<file path="src/rtl/csdec_pkg.sv">
package csdec_pkg;
  localparam int NDEV      = 4;
  localparam int DEV_IDX_W = 2;
  localparam int KB_SHIFT  = 10;

  typedef enum logic [DEV_IDX_W-1:0] {
    DEV_A1 = 2'd0,
    DEV_A2 = 2'd1,
    DEV_B1 = 2'd2,
    DEV_B2 = 2'd3
  } devId_e;

  typedef struct packed {
    logic [NDEV-1:0] loadSize;
  } sizeStrobe_t;
endpackage

</file>
<file path="src/rtl/csdec_ctrl.sv">
module csdec_ctrl
  import csdec_pkg::*;
(
  input  logic        clk,
  input  logic        rstN,
  input  logic        cfgWe,
  input  logic [3:0]  cfgOffset,
  output sizeStrobe_t strobe
);
  logic wordAligned;
  logic [DEV_IDX_W-1:0] slot;

  assign wordAligned = (cfgOffset[1:0] == 2'b00);
  assign slot        = cfgOffset[3:2];

  always_comb begin
    strobe.loadSize = '0;
    if (cfgWe && wordAligned) strobe.loadSize[slot] = 1'b1;
  end


  one_load_chk: assert property (@(posedge clk) disable iff (!rstN)
    $onehot0(strobe.loadSize));


  idle_no_load_chk: assert property (@(posedge clk) disable iff (!rstN)
    !cfgWe |-> (strobe.loadSize == '0));
endmodule

</file>
<file path="src/rtl/csdec_datapath.sv">
module csdec_datapath
  import csdec_pkg::*;
#(
  parameter int ADDR_W = 32,
  parameter int SIZE_W = 22
) (
  input  logic                 clk,
  input  logic                 rstN,
  input  sizeStrobe_t          strobe,
  input  logic [SIZE_W-1:0]    wrSizeKb,
  input  logic [ADDR_W-1:0]    rdAddr,
  output logic [NDEV-1:0]      csSel,
  output logic [DEV_IDX_W-1:0] devIdx,
  output logic [ADDR_W-1:0]    localAddr,
  output logic                 outOfRange
);
  localparam int PAGE_W = ADDR_W - KB_SHIFT;
  localparam int SUM_W  = SIZE_W + DEV_IDX_W;
  localparam int CMP_W  = ((SUM_W > PAGE_W) ? SUM_W : PAGE_W) + 1;

  logic [SIZE_W-1:0] sizeKb      [NDEV];
  logic [CMP_W-1:0]  regionBase  [NDEV];
  logic [CMP_W-1:0]  regionEnd   [NDEV];
  logic [NDEV-1:0]   hit;
  logic [CMP_W-1:0]  pageIdx;
  logic [CMP_W-1:0]  selBase;
  logic [PAGE_W-1:0] pageOff;

  assign pageIdx = CMP_W'(rdAddr[ADDR_W-1:KB_SHIFT]);

  for (genvar g = 0; g < NDEV; g++) begin : g_region
    always_ff @(posedge clk or negedge rstN) begin
      if (!rstN)                  sizeKb[g] <= '0;
      else if (strobe.loadSize[g]) sizeKb[g] <= wrSizeKb;
    end

    if (g == 0) begin : g_first
      assign regionBase[g] = '0;
    end else begin : g_next
      assign regionBase[g] = regionEnd[g-1];
    end

    assign regionEnd[g] = regionBase[g] + CMP_W'(sizeKb[g]);
    assign hit[g] = (sizeKb[g] != '0) && (pageIdx >= regionBase[g])
                    && (pageIdx < regionEnd[g]);


    hold_size_chk: assert property (@(posedge clk) disable iff (!rstN)
      !strobe.loadSize[g] |=> $stable(sizeKb[g]));


    empty_never_hit_chk: assert property (@(posedge clk) disable iff (!rstN)
      (sizeKb[g] == '0) |-> !csSel[g]);
  end

  assign outOfRange = (pageIdx >= regionEnd[NDEV-1]);

  always_comb begin
    devIdx  = '0;
    selBase = '0;
    for (int i = 0; i < NDEV; i++) begin
      if (hit[i]) begin
        devIdx  = DEV_IDX_W'(i);
        selBase = regionBase[i];
      end
    end
  end

  assign pageOff   = PAGE_W'(pageIdx - selBase);
  assign csSel     = hit;
  assign localAddr = outOfRange ? '0 : {pageOff, rdAddr[KB_SHIFT-1:0]};


  oor_quiet_chk: assert property (@(posedge clk) disable iff (!rstN)
    outOfRange |-> (csSel == '0 && devIdx == '0 && localAddr == '0));


  in_range_one_cs_chk: assert property (@(posedge clk) disable iff (!rstN)
    !outOfRange |-> ($countones(csSel) == 1 && csSel[devIdx]));


  offset_in_region_chk: assert property (@(posedge clk) disable iff (!rstN)
    !outOfRange |-> (CMP_W'(localAddr[ADDR_W-1:KB_SHIFT]) < CMP_W'(sizeKb[devIdx])));
endmodule

</file>
<file path="src/rtl/stacked_cs_decoder.sv">
module stacked_cs_decoder
  import csdec_pkg::*;
#(
  parameter int ADDR_W = 32,
  parameter int SIZE_W = 22
) (
  input  logic              clk,
  input  logic              rstN,
  input  logic              cfgWe,
  input  logic [3:0]        cfgOffset,
  input  logic [SIZE_W-1:0] cfgSizeKb,
  input  logic [ADDR_W-1:0] rdAddr,
  output logic [3:0]        csSel,
  output logic [1:0]        devIdx,
  output logic [ADDR_W-1:0] localAddr,
  output logic              outOfRange
);
  sizeStrobe_t strobe;

  csdec_ctrl u_ctrl (
    .clk       (clk),
    .rstN      (rstN),
    .cfgWe     (cfgWe),
    .cfgOffset (cfgOffset),
    .strobe    (strobe)
  );

  csdec_datapath #(.ADDR_W(ADDR_W), .SIZE_W(SIZE_W)) u_dp (
    .clk        (clk),
    .rstN       (rstN),
    .strobe     (strobe),
    .wrSizeKb   (cfgSizeKb),
    .rdAddr     (rdAddr),
    .csSel      (csSel),
    .devIdx     (devIdx),
    .localAddr  (localAddr),
    .outOfRange (outOfRange)
  );
endmodule

</file>
<file path="config.mk">
export PLATFORM = sky130hd
export DESIGN_NAME = stacked_cs_decoder
export DESIGN_NICKNAME = d
export VERILOG_FILES = /design/src/rtl/csdec_pkg.sv /design/src/rtl/csdec_ctrl.sv /design/src/rtl/csdec_datapath.sv /design/src/rtl/stacked_cs_decoder.sv
export SDC_FILE = /design/constraint.sdc
export NUM_CORES = 1
export LEC_CHECK = 0
export BUFFER_PORTS_ARGS = -buffer_cell sky130_fd_sc_hd__buf_2
export CAP_MARGIN = 5
export CORE_UTILIZATION = 56
export CTS_CLUSTER_SIZE = 16
export DETAILED_ROUTE_END_ITERATION = 10
export PLACE_DENSITY_LB_ADDON = 0.05
export SETUP_SLACK_MARGIN = 0.5
export SYNTH_ARGS = -nofsm -noshare
export SYNTH_HDL_FRONTEND = slang
export SYNTH_HIERARCHICAL = 1
export SYNTH_SLANG_ARGS = --single-unit
</file>
<file path="constraint.sdc">
create_clock -name clk -period 12.12 [get_ports clk]
set_clock_uncertainty 0.05 [all_clocks]
set_input_delay 3.636 -clock clk [delete_from_list [all_inputs] [get_ports clk]]
set_output_delay 3.636 -clock clk [all_outputs]
set_load 0.1 [all_outputs]
</file>
==> results.tsv <==
stage	metric	value	unit
global_routing	track_usage	40.3	%
sta	setup_viol	20	
placement	port_buffers	99	
logic_synthesis	ys_ff_latch	88	
detailed_routing	routed_via_density	6.29	
die	die-area	0.0194	mm^2
logic_synthesis	synth_edf_count	0	
die	fp.coreArea	0.0182	mm^2
layout	largest_reg_flops	88	
layout	top_register	u_dp/sizeKb	
placement	hpwl	30.8	mm
clock_network	clockBufferDepth	2	
global_routing	overflow	0	
layout	layout-drive-gt1-share	43.7	%
min_path	min_path_type	register to register	
detailed_routing	wl_per_cell	21.7	um
detailed_routing	finalWirelength	41.6	mm
critical_path	worstPathMaxFanout	9	
run_status	status	finished with violations	
logic_synthesis	synth_top_area_cell	dfrtp_1	
layout	n_antenna_cell	0	
global_routing	grt_max_degree	68	
critical_path	cpMaxStageDelayCell	or4_4	
detailed_routing	drc	0	
clock_network	clk_latency	350	ps
logic_synthesis	synth_ff_type	dfrtp_1	
layout	n_fill_cell	949	
critical_path	critPathMostFrequentCell	a21oi_2	
critical_path	slowest_delay	500	ps
layout	post-route-util	87.2	%
sta	tightest_slew	1060	ps
clock_network	path_clk_slew	70	ps
critical_path	cp_num_buf_inv	10	
critical_path	critPathLaunchType	register	
critical_path	regToRegSetupSlack	11060	ps
critical_path	rr_endpoint	u_dp/sizeKb[44]	
logic_synthesis	postSynthNetCount	1474	
die	io_pins	100	
placement	place_inst	1835	
clock_network	cts_max_level	3	
sta	hold_violations	0	
sta	relSlewSlack	29.1	%
layout	area_growth_syn_to_layout	50.4	%
logic_synthesis	ys_seq_area_share	20.9	%
detailed_routing	num_vias	12100	
layout	stdcell_area	0.0159	mm^2
logic_synthesis	async_reset_ff_share	100	%
run_status	violations	setup timing	
layout	instances_no_fill	1921	
logic_synthesis	yosys_warnings	6	
logic_synthesis	netlist.area_leader.share	20.9	%
critical_path	crit_cells	50	
sta	slew_viol_final	0	
layout	largest_registers	u_dp/sizeKb x88	
placement	place_area	0.0141	mm^2
logic_synthesis	syn_avg_cell_area	8.56	um^2
clock_network	cts_buffers	9	
critical_path	path_class	register to primary output	
flow_run	max-cap-violations	0	
global_routing	antenna_found_initial	0	
die	die_h	139	um
logic_synthesis	synth_area_leaders	dfrtp_1 21%, ha_1 21%, mux2_2 7.7%	
critical_path	worstPathArrival	9890	ps
clock_network	root_buffer	clkbuf_16	
die	start_util	58.0	%
clock_network	holdBufCountCts	0	
placement	place_ws	-1470	ps
detailed_routing	dr.pass1.iters	6	
die	fp.dieW	139	um
critical_path	crit_required	8430	ps
critical_path	reg2reg_depth	3	
layout	final_nets	1928	
critical_path	cp-startpoint	u_dp/sizeKb[44]	
detailed_routing	drt_iter0_markers	1124	
critical_path	path_delay_family	compound AO/OA/AOI/OAI gates	
detailed_routing	ant_nets	0	
min_path	hold_path_end	u_dp/sizeKb[64]	
clock_network	tritoncts	done	
logic_synthesis	syn_area	0.0106	mm^2
die	fp-row-count	49	
placement	place.gp.congestion	1.03	
logic_synthesis	syn_inst	1233	
sta	worst_slack	-1450	ps
sta	fmax	73.7	MHz
sta	rsz0062_at_grt	true	
min_path	hold_depth	1	
sta	period_needed	13570	ps
critical_path	r2r_start	u_dp/sizeKb[44]	
critical_path	crit_path_end_kind	primary output	
global_routing	first_global_vias	11400	
clock_network	clkSinkCount	88	
global_routing	grt_first_pass_wirelength	60.3	mm
sta	fin_crit_sh	112	%
min_path	hp-start	u_dp/sizeKb[64]	
logic_synthesis	ys_types	75	
## logic make-up (layout without fill, tap and decap cells)
logic type / after synthesis / after routing / synth area share [%]
muxes: 76 / 76 / 8.10
and+or+nand+nor: 349 / 351 / 17.2
DFF: 88 / 88 / 20.9
buffers and inverters: 123 / 580 / 4.68
adders and majority gates: 180 / 180 / 21.6
AOI/OAI and AO/OA: 348 / 348 / 21.8
xor gates and xnor gates: 69 / 69 / 5.72
## cell type report
| type | instances | area, um^2 | area share, % |
|---|---|---|---|
| flip-flops and latches | 88 | 2200 | 13.9 |
| clock buffers | 9 | 225 | 1.42 |
| multi-input cells | 1024 | 8920 | 56.2 |
| well taps | 229 | 287 | 1.80 |
| clock inverters | 7 | 118 | 0.741 |
| repair buffers | 466 | 3750 | 23.6 |
| inverters | 98 | 380 | 2.40 |
## stage by stage
stage	hold slack, ps	TNS (ps)
final	498	-17400
after global routing	524	-23500
after CTS	500	-9590
after detailed placement	482	-15900
after global placement	480	-13250
after floorplan	451	-3270
## synth_stat cells (all sizes together) (8+ instances only)
cell and instances:
ha 176, inv 98, o21ai 98, nand2 94, a21oi 90, dfrtp 88
mux2 73, nor2 69, a21o 54, xnor2 41, xor2 28, nand3 25
nand4 24, nor4 24, and2 21, nor2b 19, o21a 19, and3 17
nor3 15, clkbuf 13, buf 12, o21bai 12, a31oi 11, nand3b 10
o31ai 9, a211oi 8
## worst max-delay path by stage
stage	endpoint
final	localAddr[30]
after global routing	localAddr[28]
after CTS	localAddr[30]
after detailed placement	localAddr[31]
after global placement	localAddr[31]
after floorplan	localAddr[28]
## per-layer routing
layer	track usage (%)	vias up	wire length (um)
met2	66.5	709	19100
met1	53.5	5787	16700
met4	15.3	0	1790
li1	-	5448	-
met5	0	-	0
met3	5.75	140	4040
## worst reg2reg max path, delay by kind of cell, from the launching register on
family | cells | cell delay, ps
DFF | 1 | 390
buffers and inverters | 2 | 260
muxes | 1 | 250
## placed cells by master, fill, tap and decap left out, types with 27 or more instances in the layout
master,n
dfrtp_1,88
nand2_1,91
ha_1,160
o21ai_0,71
inv_1,90
a21oi_1,61
a21o_1,54
buf_6,29
a21oi_2,27
nor2_1,44
mux2_2,72
xnor2_1,27
buf_4,349
buf_2,63
## timing repair
| item | CTS | global route |
|---|---|---|
| gates cloned | 2 | 0 |
| endpoints found under the setup margin | 36 | 36 |
| gates resized for setup | 81 | 126 |
| buffers inserted | 40 | 28 |
| endpoints found under the hold margin | 0 | 0 |
| pin swaps | 72 | 85 |
Power is left out: the tool's default activity adds up to more than one toggle a clock period on the data nets, which glitch-free logic cannot reach.
